===== config.mk =====
export PLATFORM = sky130hd
export DESIGN_NAME = ser_irq_block
export DESIGN_NICKNAME = d
export VERILOG_FILES = /design/src/rtl/ser_irq_pkg.sv /design/src/rtl/irq_reg_decode.sv /design/src/rtl/irq_sticky_bank.sv /design/src/rtl/irq_line_gate.sv /design/src/rtl/ser_irq_block.sv
export SDC_FILE = /design/constraint.sdc
export NUM_CORES = 1
export LEC_CHECK = 0
export ABC_AREA = 0
export BUFFER_PORTS_ARGS = -buffer_cell sky130_fd_sc_hd__buf_2
export CAP_MARGIN = 20
export CORE_MARGIN = 4
export CORE_UTILIZATION = 35
export CTS_CLUSTER_DIAMETER = 60
export DETAILED_ROUTE_END_ITERATION = 8
export PLACE_DENSITY_LB_ADDON = 0.08
export RECOVER_POWER = 25
export SETUP_SLACK_MARGIN = 0.5
export SLEW_MARGIN = 20
export SYNTH_ARGS = -nofsm -noshare
export SYNTH_HDL_FRONTEND = slang
export SYNTH_SLANG_ARGS = --single-unit

===== constraint.sdc =====
create_clock -name clk -period 1.65 [get_ports clk]
set_input_delay 0.0825 -clock clk [delete_from_list [all_inputs] [get_ports clk]]
set_output_delay 0.0825 -clock clk [all_outputs]
set_load 0.05 [all_outputs]

===== src/rtl/ser_irq_pkg.sv =====
`timescale 1ns/1ps
package ser_irq_pkg;

    localparam int unsigned IRQ_CAUSES  = 4;
    localparam int unsigned PORT_DATA_W = 32;
    localparam int unsigned PORT_ADDR_W = 10;

    // word indices of the three registers
    localparam int unsigned WORD_PENDING = 0;
    localparam int unsigned WORD_MASK    = 1;
    localparam int unsigned WORD_INJECT  = 2;

    typedef enum logic [1:0] {
        CAUSE_TX_LEVEL = 2'd0,
        CAUSE_RX_LEVEL = 2'd1,
        CAUSE_TX_DONE  = 2'd2,
        CAUSE_RX_OVRUN = 2'd3
    } cause_e;

    typedef enum logic [1:0] {
        SEL_PENDING = 2'd0,
        SEL_MASK    = 2'd1,
        SEL_INJECT  = 2'd2,
        SEL_NONE    = 2'd3
    } reg_sel_e;

    typedef struct packed {
        logic     wr_pending;
        logic     wr_mask;
        logic     wr_inject;
        logic     rd_accept;
        reg_sel_e sel;
    } dec_t;

    function automatic reg_sel_e word_to_sel(input int unsigned word);
        case (word)
            WORD_PENDING: return SEL_PENDING;
            WORD_MASK:    return SEL_MASK;
            WORD_INJECT:  return SEL_INJECT;
            default:      return SEL_NONE;
        endcase
    endfunction

endpackage


===== src/rtl/irq_reg_decode.sv =====
`timescale 1ns/1ps
module irq_reg_decode
    import ser_irq_pkg::*;
#(
    parameter int unsigned ADDR_W = PORT_ADDR_W
) (
    input  logic              req_valid,
    input  logic              req_write,
    input  logic [ADDR_W-1:0] req_addr,
    output dec_t              dec
);
    localparam int unsigned WORD_W = ADDR_W - 2;

    logic [WORD_W-1:0] word_idx;
    logic [1:0]        unused_byte_sel;
    reg_sel_e          sel;

    assign word_idx        = req_addr[ADDR_W-1:2];
    assign unused_byte_sel = req_addr[1:0];

    always_comb begin
        sel = word_to_sel(int'(word_idx));
        dec = '0;
        dec.sel        = sel;
        dec.rd_accept  = req_valid && !req_write;
        dec.wr_pending = req_valid && req_write && (sel == SEL_PENDING);
        dec.wr_mask    = req_valid && req_write && (sel == SEL_MASK);
        dec.wr_inject  = req_valid && req_write && (sel == SEL_INJECT);
    end

endmodule


===== src/rtl/irq_sticky_bank.sv =====
`timescale 1ns/1ps
module irq_sticky_bank #(
    parameter int unsigned N = 4
) (
    input  logic         clk,
    input  logic         rst,
    input  logic [N-1:0] hw_set,
    input  logic [N-1:0] sw_clear,
    input  logic [N-1:0] sw_force,
    input  logic         mask_we,
    input  logic [N-1:0] mask_wdata,
    output logic [N-1:0] pending_q,
    output logic [N-1:0] mask_q
);

    for (genvar i = 0; i < N; i++) begin : g_bit
        logic nxt;
        // any set source beats a clear in the same cycle
        always_comb begin
            nxt = pending_q[i];
            if (sw_clear[i])               nxt = 1'b0;
            if (hw_set[i] || sw_force[i])  nxt = 1'b1;
        end

        always_ff @(posedge clk) begin
            if (rst) pending_q[i] <= 1'b0;
            else     pending_q[i] <= nxt;
        end


        set_beats_clear_chk: assert property (@(posedge clk) disable iff (rst)
            hw_set[i] |=> pending_q[i]);


        clear_takes_effect_chk: assert property (@(posedge clk) disable iff (rst)
            (sw_clear[i] && !hw_set[i] && !sw_force[i]) |=> !pending_q[i]);


        force_sets_chk: assert property (@(posedge clk) disable iff (rst)
            sw_force[i] |=> pending_q[i]);


        hold_when_idle_chk: assert property (@(posedge clk) disable iff (rst)
            (!sw_clear[i] && !hw_set[i] && !sw_force[i]) |=> $stable(pending_q[i]));
    end

    always_ff @(posedge clk) begin
        if (rst)          mask_q <= '0;
        else if (mask_we) mask_q <= mask_wdata;
    end


    reset_clears_chk: assert property (@(posedge clk)
        rst |=> (pending_q == '0 && mask_q == '0));

endmodule


===== src/rtl/irq_line_gate.sv =====
`timescale 1ns/1ps
module irq_line_gate #(
    parameter int unsigned N = 4
) (
    input  logic [N-1:0] pending,
    input  logic [N-1:0] mask,
    output logic [N-1:0] line
);

    for (genvar i = 0; i < N; i++) begin : g_line
        assign line[i] = pending[i] & mask[i];
    end

endmodule


===== src/rtl/ser_irq_block.sv =====
`timescale 1ns/1ps
module ser_irq_block
    import ser_irq_pkg::*;
#(
    parameter int unsigned ADDR_W = PORT_ADDR_W,
    parameter int unsigned DATA_W = PORT_DATA_W,
    parameter int unsigned N      = IRQ_CAUSES
) (
    input  logic              clk,
    input  logic              rst,
    input  logic              req_valid,
    output logic              req_ready,
    input  logic              req_write,
    input  logic [ADDR_W-1:0] req_addr,
    input  logic [DATA_W-1:0] req_wdata,
    output logic              rsp_valid,
    output logic [DATA_W-1:0] rsp_rdata,
    input  logic [N-1:0]      hw_event,
    output logic [N-1:0]      irq_line
);
    localparam int unsigned PAD_W = DATA_W - N;

    dec_t              dec;
    logic [N-1:0]      wr_bits;
    logic [N-1:0]      clr_bits;
    logic [N-1:0]      force_bits;
    logic [N-1:0]      pending_q;
    logic [N-1:0]      mask_q;
    logic [DATA_W-1:0] rd_next;
    logic [PAD_W-1:0]  unused_wdata_hi;

    assign req_ready       = 1'b1;
    assign wr_bits         = req_wdata[N-1:0];
    assign unused_wdata_hi = req_wdata[DATA_W-1:N];
    assign clr_bits        = dec.wr_pending ? wr_bits : '0;
    assign force_bits      = dec.wr_inject  ? wr_bits : '0;

    irq_reg_decode #(.ADDR_W(ADDR_W)) u_dec (
        .req_valid (req_valid),
        .req_write (req_write),
        .req_addr  (req_addr),
        .dec       (dec)
    );

    irq_sticky_bank #(.N(N)) u_bank (
        .clk        (clk),
        .rst        (rst),
        .hw_set     (hw_event),
        .sw_clear   (clr_bits),
        .sw_force   (force_bits),
        .mask_we    (dec.wr_mask),
        .mask_wdata (wr_bits),
        .pending_q  (pending_q),
        .mask_q     (mask_q)
    );

    irq_line_gate #(.N(N)) u_gate (
        .pending (pending_q),
        .mask    (mask_q),
        .line    (irq_line)
    );

    always_comb begin
        case (dec.sel)
            SEL_PENDING: rd_next = {{PAD_W{1'b0}}, pending_q};
            SEL_MASK:    rd_next = {{PAD_W{1'b0}}, mask_q};
            default:     rd_next = '0;
        endcase
    end

    always_ff @(posedge clk) begin
        if (rst) begin
            rsp_valid <= 1'b0;
            rsp_rdata <= '0;
        end else begin
            rsp_valid <= dec.rd_accept;
            if (dec.rd_accept) rsp_rdata <= rd_next;
        end
    end


    read_answered_chk: assert property (@(posedge clk) disable iff (rst)
        (req_valid && !req_write) |=> rsp_valid);


    no_spurious_rsp_chk: assert property (@(posedge clk) disable iff (rst)
        !(req_valid && !req_write) |=> !rsp_valid);


    inject_reads_zero_chk: assert property (@(posedge clk) disable iff (rst)
        (dec.rd_accept && dec.sel == SEL_INJECT) |=> (rsp_rdata == '0));


    unmapped_reads_zero_chk: assert property (@(posedge clk) disable iff (rst)
        (dec.rd_accept && dec.sel == SEL_NONE) |=> (rsp_rdata == '0));


    upper_bits_zero_chk: assert property (@(posedge clk) disable iff (rst)
        rsp_valid |-> (rsp_rdata[DATA_W-1:N] == '0));

    for (genvar i = 0; i < N; i++) begin : g_line_chk

        masked_off_chk: assert property (@(posedge clk) disable iff (rst)
            (dec.wr_mask && !wr_bits[i]) |=> !irq_line[i]);


        event_unmasked_chk: assert property (@(posedge clk) disable iff (rst)
            (hw_event[i] && mask_q[i] && !dec.wr_mask) |=> irq_line[i]);
    end

endmodule


==> impl_results.md, run 1 <==
* Worst Setup Start Kind: flip-flop
* Final Hold Viols at 0
* Crit path DAT at 1.02 ns
* Synth Register Bits at 13
* Pre-CTS setup slack at around 0.29 ns
* Pwr dens at 762.4 nW/um^2
* Yosys warnings at 0
* Drt pass-1 iters at 4
* GR Util All Layers at 0.1220
* Final instance area at 1013 um^2
* Clock root buffer master: clkbuf_4
* Pwr Total at 0.0007727 W
* Grt total ovfl at 0
* Fin crit share at 0.6694
* Initial Utilization at 0.3677
* H-tree Lvls at 1
* Hold Path Class: input port to flip-flop
* DR vias at 816
* Final setup margin at 0.5454 ns
* Hold Buf Count CTS at 0
* Core Box Area at 2477 um^2
* Most frequent cells in the layout: conb_1, buf_2, dfxtp_1, a21oi_1, nand4_1
* Postcts setup bufs at 0
* Vias in the first global route at 718
* Routed length on met3 at 207 um
* TritonCTS buffer count at 3
* Die ar. at 3483 um^2
* Maxcap violations at 0
* Synthesized instance count at 111
* I/O pin cnt at 88
* RSZ-0062 raised after global routing: true
* WP data required at 1.57 ns
* Global-route wire length before repair at 3222 um
* Reg clk slew, reported paths at 0.09 ns
* Largest net degree at the start of global routing at 14
* Max Clk Rate at 905.3 MHz
* Sink Count at 13
* Placed Area at 980.9 um^2
* Avg Cell Area, Syn at 8.206 um^2
* Clock Path Buffers at 2
* DR top layer: met4
* Nets at around 190
* Fillers at 274
* Fraction of layout cells with a size suffix above 1 at 0.2993
* Skew-Pair Late Insertion Delay at between 0.2 and 0.3 ns
* Placer Congestion at 0.7104
* Status: completed
* Crit-path max FO at 4
* Row Count at 18
* Sequential cell area fraction in the yosys report at 0.2857
* Met2 wire len at 1010 um
* CTS resizes at 1
* Antenna violations before repair at 0
* Die H at between 50 and 60 um
* Initial DRC count at 18
* M1 WL at 809 um
* Final antenna-violating net count at 0
* Worst VDD drop at 368.7 uV
* Vias per cell at 4.886
* Leakage at 0.4513 nW
* Most common cell after layout, fill and taps aside: conb_1
* Routed WL at 2073 um
* Fin Hold WS at 0.05381 ns
* CTS tree: done
* Mapped Area at 910.9 um^2
* Netlist cell types at 25
* Final Setup Violations at 0
* Residual DRC count at 0
* Drt wl/cell at around 12 um
* Area growth syn-to-layout at 11.26%
* Minimum clock period at 1.105 ns
* Inserted Diodes at 0
* Setup_tns at 0 ns
* Crit. End Element: output pin
* Critical path class: flip-flop to output pin
* Port Buffers at 28
* DP HPWL at between 1500 and 2000 um
* Slew Viols, Final at 0
* Clk_skew at 0.007614 ns
* Die width at 59.02 um
layer usage:
metal  GRT usage  up-vias
met5           0        -
met4     0.07767        0
met3     0.02397        5
met2      0.1972       40
met1      0.1471      376
li1            -      395
worst paths after layout:
kind,startpoint,end,slack [ns],cells after the start
worst max-delay path,u_bank.pending_q[2],irq_line[2],0.55,2
worst min-delay path,hw_event[1],u_bank.pending_q[1],0.05,3
worst min register to register,rsp_rdata[3],rsp_rdata[3],0.45,2
worst max register to register,u_bank.pending_q[2],rsp_rdata[2],0.75,3
report_power, final:
group	leakage, nW	total, W	switching [W]	internal [W]
registers	0.106	0.000329	0.00000666	0.000322
logic	0.330	0.000237	0.000196	0.0000413
clock network	0.0150	0.000207	0.000113	0.0000938
total	0.451	0.000773	0.000316	0.000457
Yosys cell counts, drive strengths merged:
master   count  share of area
nor4bb       1          0.011
nor4         1         0.0069
inv          2         0.0082
and2         4          0.027
o31ai        6          0.049
dfxtp       13           0.29
nand2        4          0.016
or4          1         0.0082
nand4bb      1          0.012
o41ai        2          0.019
nor2         2         0.0082
mux2         4          0.049
nand2b       2          0.014
nor2b        2          0.014
conb         2         0.0082
a21oi       12          0.066
nand4       10          0.069
a31oi        2          0.014
a41oi        2          0.019
nor3b        1         0.0082
buf         32           0.25
clkbuf       3          0.012
or3b         2          0.019
logic make-up (layout without fill, tap and decap cells):
family / after synthesis / in the layout / share of synthesized area
AO/OA/AOI/OAI: 24 / 24 / 0.1676
buffers and inverters: 37 / 36 / 0.2747
flip-flops: 13 / 13 / 0.2857
multiplexers: 4 / 4 / 0.04945
other: 2 / 29 / 0.008245
AND/OR/NAND/NOR: 31 / 31 / 0.2143
sequential cells by signal (all words and copies together) (netlist names):
name and cells:
u_bank.mask_q 4, rsp_rdata 4, rsp_valid 1, u_bank.pending_q 4
critical path, cell delays in order (launching register included):
cell and delay [ns]:
dfxtp_1 0.38, and2_1 0.14, clkbuf_4 0.22
final cells by class:
type / count / area, um^2 / area share
multi-input cells: 88 / 520.5 / 0.5136
flip-flops and latches: 13 / 260.3 / 0.2568
repair buffers: 30 / 161.4 / 0.1593
well taps: 30 / 37.54 / 0.03704
clock buffers: 4 / 26.28 / 0.02593
inverters: 2 / 7.507 / 0.007407
through the flow:
stage	cells	utilization
6_report	167	0.4091
5_1_grt	167	0.4091
4_1_cts	167	0.4076
3_5_place_dp	163	0.3960
3_3_place_gp	163	0.3960
2_1_floorplan	138	-
Note: power is estimated with default switching activity, not from simulation.
==> inputs of run 2 (changes only) <==
--- a/config.mk
+++ b/config.mk
@@ -9,7 +9,7 @@
 export BUFFER_PORTS_ARGS = -buffer_cell sky130_fd_sc_hd__buf_2
 export CAP_MARGIN = 20
 export CORE_MARGIN = 4
-export CORE_UTILIZATION = 35
+export CORE_UTILIZATION = 32
 export CTS_CLUSTER_DIAMETER = 60
 export DETAILED_ROUTE_END_ITERATION = 8
 export PLACE_DENSITY_LB_ADDON = 0.08
==> constraint.sdc (replaced) <==
create_clock -name clk -period 1 [get_ports clk]
set_input_delay 0.05 -clock clk [delete_from_list [all_inputs] [get_ports clk]]
set_output_delay 0.05 -clock clk [all_outputs]
set_load 0.05 [all_outputs]
==> impl_results.md, run 2 (synthesized netlist as in run 1, its figures left out) <==
* Area growth syn-to-layout at 50.69%
* Fillers at 260 (-5.1%)
* Fin crit share at 1.014
* Status: finished with violations
* I/O pin cnt at 88 (unchanged)
* Routed WL at 2430 um (+17%)
* Max Clk Rate at 985.9 MHz
* Crit. End Element: flip-flop
* Biggest regs: rsp_rdata: 4 flops, u_bank.mask_q: 4 flops, u_bank.pending_q: 4 flops
* Most frequent cells in the layout: conb_1, buf_4, buf_2, a21oi_1, nand4_1
* Placer Congestion at 0.6766 (-4.8%)
* Drt wl/cell at 12.86 um (+3.6%)
* Clk_skew at 0.009004 ns (+0.001390 ns)
* Maxcap violations at 0 (unchanged)
* Cell family with most CP delay: simple AND/OR/NAND/NOR gates
* DP HPWL at 1765 um (+8.7%)
* Worst VDD drop at 526.6 uV (+43%)
* Vias per cell at 4.661 (-4.6%)
* GR Util All Layers at 0.1315 (+0.009528)
* Reg clk slew, reported paths at 0.09 ns (about the same)
* Global-route wire length before repair at 3746 um (+16%)
* Final setup margin at -0.01435 ns (-0.5598 ns)
* Clock Path Buffers at 2 (unchanged)
* Final Setup Violations at 1 (+1)
* Largest net degree at the start of global routing at 14 (unchanged)
* Drt pass-1 iters at 4 (unchanged)
* Sink Count at 13 (unchanged)
* Pwr dens at 982.4 nW/um^2 (+29%)
* Port Buffers at 28 (unchanged)
* Core Box Area at 2734 um^2 (+10%)
* Fraction of layout cells with a size suffix above 1 at 0.5380 (+0.2387)
* Worst Setup Start Kind: input port
* TritonCTS buffer count at 3 (unchanged)
* Storage cell area at 289.0 um^2 (+11%)
* Clock root buffer master: clkbuf_4
* Pre-CTS setup slack at -0.3054 ns (-0.5996 ns)
* Grt total ovfl at 0 (unchanged)
* Initial Utilization at 0.3332 (-0.03450)
* Final Hold Viols at 0 (unchanged)
* Final core utilization at 0.5021 (+0.09297)
* Crit-path max FO at 8 (+4)
* Slowest cell on crit path: or4_4
* Residual DRC count at 0 (unchanged)
* Final antenna-violating net count at 0 (unchanged)
* H-tree Lvls at 1 (unchanged)
* Hold Buf Count CTS at 0 (unchanged)
* CP Buf/Inv Count at 2 (+1)
* Slew Viols, Final at 0 (unchanged)
* CTS tree: done
* Die H at 61.35 um (+4.0%)
* Placed cells at 174 (+6.7%)
* Minimum clock period at around 1.0 ns
* Die width at 61.35 um (+4.0%)
* Nets at 209 (+11%)
* Row Count at 19 (+1)
* Vias in the first global route at 807 (+12%)
* Initial DRC count at 14 (-4)
* Die ar. at 3764 um^2 (+8.1%)
* Footprint of the multi-input gates at 600.6 um^2 (+15%)
* Fin Hold WS at 0.03020 ns (-0.02361 ns)
* RSZ-0062 raised after global routing: true
* Finished Layout Cells at 189 (+13%)
* Max stage delay on crit path at 0.60 ns (+0.22 ns)
* Most common cell after layout, fill and taps aside: conb_1
* DR vias at 881 (+8.0%)
* Critical path class: input port to flip-flop
* CP Cell Sequence: buf_6, or4_4, buf_4, o31ai_4, a21oi_1
* Skew-Pair Late Insertion Delay at 0.28 ns (about the same)
* WP data required at 1.15 ns (-0.42 ns)
* Antenna violations before repair at 0 (unchanged)
* Leakage at 0.6069 nW (+34%)
* Inserted Diodes at 0 (unchanged)
* Hold Path Class: input port to flip-flop
* Crit path DAT at 1.17 ns (+0.15 ns)
* Failing checks: setup timing
[run 2: cell types whose count changed in the layout (fill, tap and decap cells not counted), sizes merged]
cell and change:
buf +22, clkbuf -1
[run 2: layout make-up]
cell class / count / share of cell area
well taps: 31 / 0.02826
flip-flops and latches: 13 / 0.2106
repair buffers: 51 / 0.2990
multi-input cells: 88 / 0.4376
inverters: 2 / 0.005469
clock buffers: 4 / 0.01914
[run 2: what timing repair did]
item                                   in CTS  in global routing
buffers inserted                            6                  4
gates cloned                                1                  0
pin swaps                                   8                 11
endpoints found under the hold margin       0                  0
resized for setup                          34                 12
setup endpoints to repair                  21                 21
[run 2: metal layers]
metal  track usage  up-vias  share of wire
li1              -      441              -
met1        0.1799      406           0.41
met2        0.2175       32           0.50
met3       0.02306        2          0.076
met4       0.02727        0         0.0078
met5             0        -              0
[run 2: per-stage QoR]
stage	cell area, um^2	setup TNS [ns]	power, W
after floorplan	1099	-1.187	0.0009587
after global placement	1119	-2.233	0.0009726
after detailed placement	1119	-2.426	0.0009749
after CTS	1305	0	0.001336
after global routing	1373	-0.1458	0.001413
final	1373	-0.01435	0.001348
[run 2: tightest hold or removal path, cell delays in order]
cell and delay [ns]:
buf_2 0.08, a41oi_1 0.04, a21oi_1 0.11
[run 2: worst paths after layout]
| kind | slack (ns) | from | to | cells past startpoint |
|---|---|---|---|---|
| max reg2reg | 0.13 | u_bank.pending_q[2] | rsp_rdata[2] | 3 |
| min | 0.03 | hw_event[0] | u_bank.pending_q[0] | 3 |
| max | -0.01 | req_addr[9] | u_bank.pending_q[1] | 5 |
| min reg2reg | 0.48 | rsp_rdata[3] | rsp_rdata[3] | 2 |
[run 2: power breakdown]
| group | internal, W | leakage (nW) | switching, W | total [W] |
|---|---|---|---|---|
| Sequential | 0.000521 | 0.113 | 0.00000956 | 0.000531 |
| Clock | 0.000154 | 0.0150 | 0.000183 | 0.000337 |
| Combinational | 0.000127 | 0.479 | 0.000354 | 0.000480 |
